File: src/rtl/prbs_mon_pkg.sv
package prbs_mon_pkg;
  // register span holding enough history for the longer recurrence
  localparam int RAW_W  = 20;
  // E1 pattern: s[n] = s[n-14] ^ s[n-15]
  localparam int E1_LEN = 15;
  localparam int E1_TAP = 14;
  // T1 raw pattern: s[n] = s[n-17] ^ s[n-20]
  localparam int T1_LEN = 20;
  localparam int T1_TAP = 17;

  // strobes from the lock controller to the datapath
  typedef struct packed {
    logic hunt;      // predictor reseeds from the line and window is held clear
    logic countErr;  // add one to the error counter this cycle
  } monCtl_t;
endpackage

File: src/rtl/prbs_mon_dpath.sv
module prbs_mon_dpath
  import prbs_mon_pkg::*;
#(
  parameter int WIN_LEN   = 64,
  parameter int LOSS_LIM  = 6,
  parameter int FORCE_RUN = 14,
  parameter int CNT_W     = 16
) (
  input  logic             clk,
  input  logic             rstN,
  input  logic             bitEn,
  input  logic             modeT1,
  input  logic             rxData,
  input  logic             latchStb,
  input  monCtl_t          ctl,
  output logic             bitErr,
  output logic             stateZero,
  output logic             winLoss,
  output logic [CNT_W-1:0] errCount
);
  localparam int WCNT_W = $clog2(WIN_LEN + 1);
  localparam int RUN_W  = $clog2(FORCE_RUN + 1);
  localparam logic [CNT_W-1:0] CNT_MAX = {CNT_W{1'b1}};

  logic [RAW_W-1:0]   predSt;
  logic [RUN_W-1:0]   zeroRun;
  logic [WIN_LEN-1:0] errHist;
  logic [WCNT_W-1:0]  winCnt;
  logic [WCNT_W-1:0]  winNext;
  logic [CNT_W-1:0]   errCnt;
  logic               predBit;
  logic               forceOne;
  logic               expBit;
  logic               shiftIn;
  logic               runIn;
  logic               errQual;

  // prediction and comparison
  always_comb begin
    predBit   = modeT1 ? (predSt[T1_TAP-1] ^ predSt[T1_LEN-1])
                       : (predSt[E1_TAP-1] ^ predSt[E1_LEN-1]);
    stateZero = modeT1 ? (predSt[T1_LEN-1:0] == '0) : (predSt[E1_LEN-1:0] == '0);
    forceOne  = modeT1 && (zeroRun >= RUN_W'(FORCE_RUN));
    expBit    = forceOne | predBit;
    bitErr    = rxData ^ expBit;
    // hunting seeds from the line except on a forced bit, whose raw value is the prediction
    shiftIn   = (ctl.hunt && !forceOne) ? rxData : predBit;
    runIn     = ctl.hunt ? rxData : expBit;
    errQual   = !ctl.hunt && bitErr;
    winNext   = winCnt + WCNT_W'(errQual) - WCNT_W'(errHist[WIN_LEN-1]);
    winLoss   = errQual && (winNext >= WCNT_W'(LOSS_LIM));
  end

  always_ff @(posedge clk) begin
    if (!rstN) begin
      predSt  <= '0;
      zeroRun <= '0;
    end else if (bitEn) begin
      predSt <= {predSt[RAW_W-2:0], shiftIn};
      if (runIn)                              zeroRun <= '0;
      else if (zeroRun != RUN_W'(FORCE_RUN))  zeroRun <= zeroRun + 1'b1;
    end
  end

  // sliding error window
  always_ff @(posedge clk) begin
    if (!rstN) begin
      errHist <= '0;
      winCnt  <= '0;
    end else if (bitEn) begin
      if (ctl.hunt) begin
        errHist <= '0;
        winCnt  <= '0;
      end else begin
        errHist <= {errHist[WIN_LEN-2:0], errQual};
        winCnt  <= winNext;
      end
    end
  end

  // saturating error counter with latch-and-clear
  always_ff @(posedge clk) begin
    if (!rstN) begin
      errCnt   <= '0;
      errCount <= '0;
    end else if (latchStb) begin
      errCount <= errCnt;
      errCnt   <= ctl.countErr ? CNT_W'(1) : '0;
    end else if (ctl.countErr && errCnt != CNT_MAX) begin
      errCnt <= errCnt + 1'b1;
    end
  end

  assert_win_bound_R5: assert property (@(posedge clk) disable iff (!rstN)
    !ctl.hunt |-> winCnt < WCNT_W'(LOSS_LIM));

  assert_sat_hold_R9: assert property (@(posedge clk) disable iff (!rstN)
    (errCnt == CNT_MAX && !latchStb) |=> errCnt == CNT_MAX);

  assert_latch_clear_R8: assert property (@(posedge clk) disable iff (!rstN)
    (latchStb && !ctl.countErr) |=> errCnt == '0);

  assert_no_count_R8: assert property (@(posedge clk) disable iff (!rstN)
    (!latchStb && !ctl.countErr) |=> $stable(errCnt));
endmodule

File: src/rtl/prbs_mon_ctrl.sv
module prbs_mon_ctrl
  import prbs_mon_pkg::*;
#(
  parameter int LOCK_RUN = 32
) (
  input  logic    clk,
  input  logic    rstN,
  input  logic    bitEn,
  input  logic    cntEnable,
  input  logic    bitErr,
  input  logic    stateZero,
  input  logic    winLoss,
  output monCtl_t ctl,
  output logic    errOut
);
  localparam int GOOD_W = $clog2(LOCK_RUN);

  logic              lockedQ;
  logic              errFlagQ;
  logic [GOOD_W-1:0] goodCnt;

  always_ff @(posedge clk) begin
    if (!rstN) begin
      lockedQ  <= 1'b0;
      errFlagQ <= 1'b0;
      goodCnt  <= '0;
    end else if (bitEn) begin
      errFlagQ <= lockedQ && bitErr;
      if (!lockedQ) begin
        if (bitErr || stateZero) begin
          goodCnt <= '0;
        end else if (goodCnt == GOOD_W'(LOCK_RUN - 1)) begin
          lockedQ <= 1'b1;
          goodCnt <= '0;
        end else begin
          goodCnt <= goodCnt + 1'b1;
        end
      end else if (winLoss) begin
        lockedQ <= 1'b0;
        goodCnt <= '0;
      end
    end
  end

  always_comb begin
    ctl.hunt     = !lockedQ;
    ctl.countErr = bitEn && lockedQ && bitErr && cntEnable;
    errOut       = !lockedQ || errFlagQ;
  end

  assert_lock_run_R2: assert property (@(posedge clk) disable iff (!rstN)
    $rose(lockedQ) |-> $past(goodCnt) == GOOD_W'(LOCK_RUN - 1));

  assert_zero_no_lock_R7: assert property (@(posedge clk) disable iff (!rstN)
    $rose(lockedQ) |-> !$past(stateZero));
endmodule

File: src/rtl/prbs_sync_mon.sv
module prbs_sync_mon
  import prbs_mon_pkg::*;
#(
  parameter int LOCK_RUN  = 32,
  parameter int WIN_LEN   = 64,
  parameter int LOSS_LIM  = 6,
  parameter int FORCE_RUN = 14,
  parameter int CNT_W     = 16
) (
  input  logic             clk,
  input  logic             rstN,
  input  logic             bitEn,
  input  logic             modeT1,
  input  logic             rxData,
  input  logic             cntEnable,
  input  logic             latchStb,
  output logic             errOut,
  output logic [CNT_W-1:0] errCount
);
  monCtl_t ctl;
  logic    bitErr;
  logic    stateZero;
  logic    winLoss;

  prbs_mon_dpath #(
    .WIN_LEN(WIN_LEN), .LOSS_LIM(LOSS_LIM), .FORCE_RUN(FORCE_RUN), .CNT_W(CNT_W)
  ) uDpath (
    .clk(clk), .rstN(rstN), .bitEn(bitEn), .modeT1(modeT1), .rxData(rxData),
    .latchStb(latchStb), .ctl(ctl), .bitErr(bitErr), .stateZero(stateZero),
    .winLoss(winLoss), .errCount(errCount)
  );

  prbs_mon_ctrl #(.LOCK_RUN(LOCK_RUN)) uCtrl (
    .clk(clk), .rstN(rstN), .bitEn(bitEn), .cntEnable(cntEnable),
    .bitErr(bitErr), .stateZero(stateZero), .winLoss(winLoss),
    .ctl(ctl), .errOut(errOut)
  );
endmodule

File: config.mk
export PLATFORM = sky130hd
export DESIGN_NAME = prbs_sync_mon
export DESIGN_NICKNAME = d
export VERILOG_FILES = /design/src/rtl/prbs_mon_pkg.sv /design/src/rtl/prbs_mon_dpath.sv /design/src/rtl/prbs_mon_ctrl.sv /design/src/rtl/prbs_sync_mon.sv
export SDC_FILE = /design/constraint.sdc
export NUM_CORES = 1
export LEC_CHECK = 0
export CORE_ASPECT_RATIO = 1.75
export CORE_UTILIZATION = 45
export DETAILED_ROUTE_END_ITERATION = 12
export PLACE_DENSITY = 0.6
export SLEW_MARGIN = 20
export SYNTH_ARGS = -nofsm -noshare
export SYNTH_HDL_FRONTEND = slang
export SYNTH_SLANG_ARGS = --single-unit
File: constraint.sdc
create_clock -name clk -period 4.2 [get_ports clk]
set_clock_uncertainty 0.15 [all_clocks]
set_input_delay 0.84 -clock clk [delete_from_list [all_inputs] [get_ports clk]]
set_output_delay 0.84 -clock clk [all_outputs]
set_load 0.05 [all_outputs]
==> impl_metrics.yaml <==
status:
  status: "finished, final reports clean"
clocking:
  cts_resized: 0
  cts.sinks: 134
  hold_buffers: 0
  cts_max_level: 4
  cts-buffers-inserted: 17
  cts_tree: "done"
  post_cts.repair.setup_buffers: 0
  clockBufferDepth: 2
  clkTransAtPathRegs_ps: 60
  cts-root-buf: "clkbuf_16"
  clock_latency_ps: 410
power_and_ir_drop:
  power.leakage_nw: 2.386
  worst_ir_drop_vdd_uv: 258.1
  power_density_nw_per_um2: 422.4
critical_path:
  critPathRequiredTime_ps: 4390
  startpoint_type: "input port"
  crit_path_max_fanout: 6
  slowest_stage: "clkdlybuf4s50_1"
  crit_chain: "clkdlybuf4s50_1 > inv_1 > a21o_1 > o211ai_2 > and2_1 > ha_1 > inv_1 > fa_1 > nand2b_1 > a21o_1 > o21ai_0 > nor4b_1 > a21boi_1 > mux2i_1"
  max_stage_delay_ps: 530
  r2r_slack_ps: 660
  reg2reg_depth: 15
  cp.arrival_ps: 3890
  rr_endpoint: "uCtrl.goodCnt[1]"
  end_kind: "flop"
  crit_buf_inv: 3
  rr_startpoint: "uDpath.zeroRun[0]"
  critPathKind: "in2reg"
  cp_top_family: "compound AO/OA/AOI/OAI gates"
synthesis:
  seq_area_frac_synth_pct: 45.79
  synth_top_cells_by_area: "dfxtp_1 (46%), mux2i_1 (6.7%), a21boi_0 (6.3%)"
  syn_area_um2: 5858
  syn-instance-count: 649
  synth_flop_cell: "dfxtp_1"
  ys_seq_elements: 134
  yosysTopAreaCellShare_pct: 45.79
  yosys_warnings: 0
  async_reset_ff_share_pct: 0
  syn_area_per_cell_um2: 9.026
  yosysTopAreaCell: "dfxtp_1"
  yosysUniqueCellTypes: 51
  synth_edf_count: 0
  synth_fp_nets: 669
global_route:
  grtUsageTotal_pct: 17.99
  grt_first_pass_wirelength_um: 19380
  grt_max_degree: 71
  first_global_vias: 4307
  globalRouteOverflowTotal: 0
  grt_antenna_before_repair: 0
sta:
  rsz0062_at_grt: "no"
  setup-tns-final_ps: 0
  timing.final.hold_violations: 0
  drv_slew: 0
  maxSlewHeadroom_pct: 52.38
  hold_ws_ps: 312.1
  final-setup-viol-count: 0
  tightest_slew_ps: 714.3
  max_freq_ghz: 0.2704
  post-route-period-util_pct: 88.04
  min_period_ps: 3698
route:
  vias_per_cell: 5.377
  drt_iter0_drc: 164
  postRouteAntennaNets: 0
  drcViolationCount: 0
  wl_per_cell_um: 13.46
  drtPass1Iterations: 4
  totalWireLength_um: 11280
  vias: 4506
cells_and_area:
  fillCellCount: 1182
  finalNetCount: 677
  n_antenna_cell: 0
  drive_gt1_share_pct: 7.313
  syn_to_final_growth_pct: 15.55
die:
  start_util_pct: 46.61
  die_y_um: 152.9
  core_area_um2: 12570
  rows: 54
  die_area_um2: 13500
  ios: 24
  die-width_um: 88.25
min_path:
  hold_end: "uCtrl.goodCnt[4]"
  hp-class: "reg2reg"
  hold_depth: 2
  hp-start: "uCtrl.goodCnt[4]"
placed_design:
  hpwl_um: 7139
  portBuffers: 23
  place_congestion: 0.8321
run:
  cap_violations: 0
-- metal layers --
metal | GRT usage (%) | part of all wire [%]
met1 | 20.66 | 44
met2 | 31.03 | 52
met3 | 4.590 | 2.4
met4 | 7.220 | 1.7
met5 | 0 | 0
-- Yosys cell counts, types with 2 or more instances --
cell         n
a21boi_0    49
a21o_1       3
a21oi_1     18
a22oi_1     19
and2_1      10
and3_1       8
buf_1        5
clkbuf_1    37
dfxtp_1    134
ha_1        12
inv_1       14
mux2i_1     39
nand2_1     72
nand2b_1     4
nand3_1     51
nand4_1      9
nor2_1      13
nor2b_1     58
nor3_1       6
nor4_1       3
o211a_1      2
o211ai_1     4
o21ai_0     20
o21bai_1     2
o22ai_1      4
o2bb2ai_1    2
o31ai_1      6
or2_2        2
or3_1        8
or4_1        5
xnor2_1      5
xor2_1       6
-- where the power goes --
group          internal [W]  total [W]  switching (W)
registers           0.00128    0.00128     0.00000503
clock network      0.000847    0.00144       0.000598
logic             0.0000472   0.000134      0.0000867
total               0.00217    0.00286       0.000689
-- worst register-to-register path: stages (launching register included) --
cell and delay, ps:
dfxtp_1 390, inv_1 60, ha_1 210, o211ai_1 300, nand4_1 190, o211ai_2 120
and2_1 160, ha_1 150, inv_1 50, fa_1 380, nand2b_1 170, a21o_1 170
o21ai_0 230, nor4b_1 110, a21boi_1 410, mux2i_1 230
-- final cells by class --
| type | instances | area (um^2) | share of cell area (%) |
|---|---|---|---|
| Timing Repair Buffer | 33 | 295.3 | 4.362 |
| Tap cell | 168 | 210.2 | 3.105 |
| Clock buffer | 18 | 439.2 | 6.488 |
| Multi-Input combinational cell | 456 | 2943 | 43.48 |
| Inverter | 15 | 56.30 | 0.8318 |
| Clock inverter | 14 | 142.6 | 2.107 |
| Sequential cell | 134 | 2683 | 39.63 |
-- logic make-up after synthesis --
| logic type | Yosys count | synth area share, % |
|---|---|---|
| AO/OA/AOI/OAI | 136 | 15.93 |
| XOR/XNOR | 11 | 1.645 |
| buffers and inverters | 59 | 3.973 |
| AND/OR/NAND/NOR | 257 | 23.09 |
| multiplexers | 39 | 6.664 |
| adder cells (fa/ha/maj) | 13 | 2.905 |
| flip-flops | 134 | 45.79 |
-- metrics by stage --
stage | instance area, um^2 | setup slack, ps | power, W | cells | util, %
detailed placement | 6187 | 88.57 | 0.001444 | 806 | 49.23
global route | 6769 | 109.0 | 0.002973 | 838 | 53.86
finish | 6769 | 502.2 | 0.002859 | 838 | 53.86
global placement | 6187 | 177.0 | 0.001442 | 806 | 49.23
floorplan | 5858 | 742.7 | 0.001409 | 649 | -
CTS | 6769 | 534.7 | 0.002903 | 838 | 53.86
-- worst max path at each step --
stage	cells past startpoint	slack [ps]	to	start
global route	14	110	uCtrl.goodCnt[2]	modeT1
global placement	14	180	uCtrl.goodCnt[1]	modeT1
detailed placement	14	90	uCtrl.goodCnt[1]	modeT1
finish	14	500	uCtrl.goodCnt[1]	modeT1
CTS	14	530	uCtrl.goodCnt[1]	modeT1
floorplan	14	740	uCtrl.goodCnt[1]	modeT1
-- layout by cell type, fill, tap and decap left out, types with 3 or more instances in the layout --
cell | Yosys | routed
buf_4 | 1 | 10
nand2b_1 | 4 | 4
a21o_1 | 3 | 3
a21oi_1 | 18 | 18
clkdlybuf4s50_1 | 0 | 21
nand3_1 | 51 | 51
a22oi_1 | 19 | 19
or4_1 | 5 | 5
and2_1 | 10 | 10
nand4_1 | 9 | 9
mux2i_1 | 39 | 39
nand2_1 | 72 | 72
o21ai_0 | 20 | 20
nor4_1 | 3 | 3
dfxtp_1 | 134 | 134
or3_1 | 8 | 8
o22ai_1 | 4 | 4
o211ai_1 | 4 | 4
xor2_1 | 6 | 6
a21boi_0 | 49 | 49
o31ai_1 | 6 | 6
xnor2_1 | 5 | 5
inv_1 | 14 | 14
nor2b_1 | 58 | 58
inv_6 | 0 | 5
and3_1 | 8 | 8
nor2_1 | 13 | 13
ha_1 | 12 | 12
clkinvlp_4 | 0 | 5
nor3_1 | 6 | 6
clkbuf_16 | 0 | 17
-- state kept, by name (all words and copies together), names as in the netlist --
register and flops:
uDpath.errCount 16, uDpath.winCnt 7, uDpath.errCnt 16, uCtrl.lockedQ 1
uDpath.errHist 64, uCtrl.goodCnt 5, uDpath.zeroRun 4, uDpath.predSt 20
uCtrl.errFlagQ 1
Power figures use the tool's default switching activity.
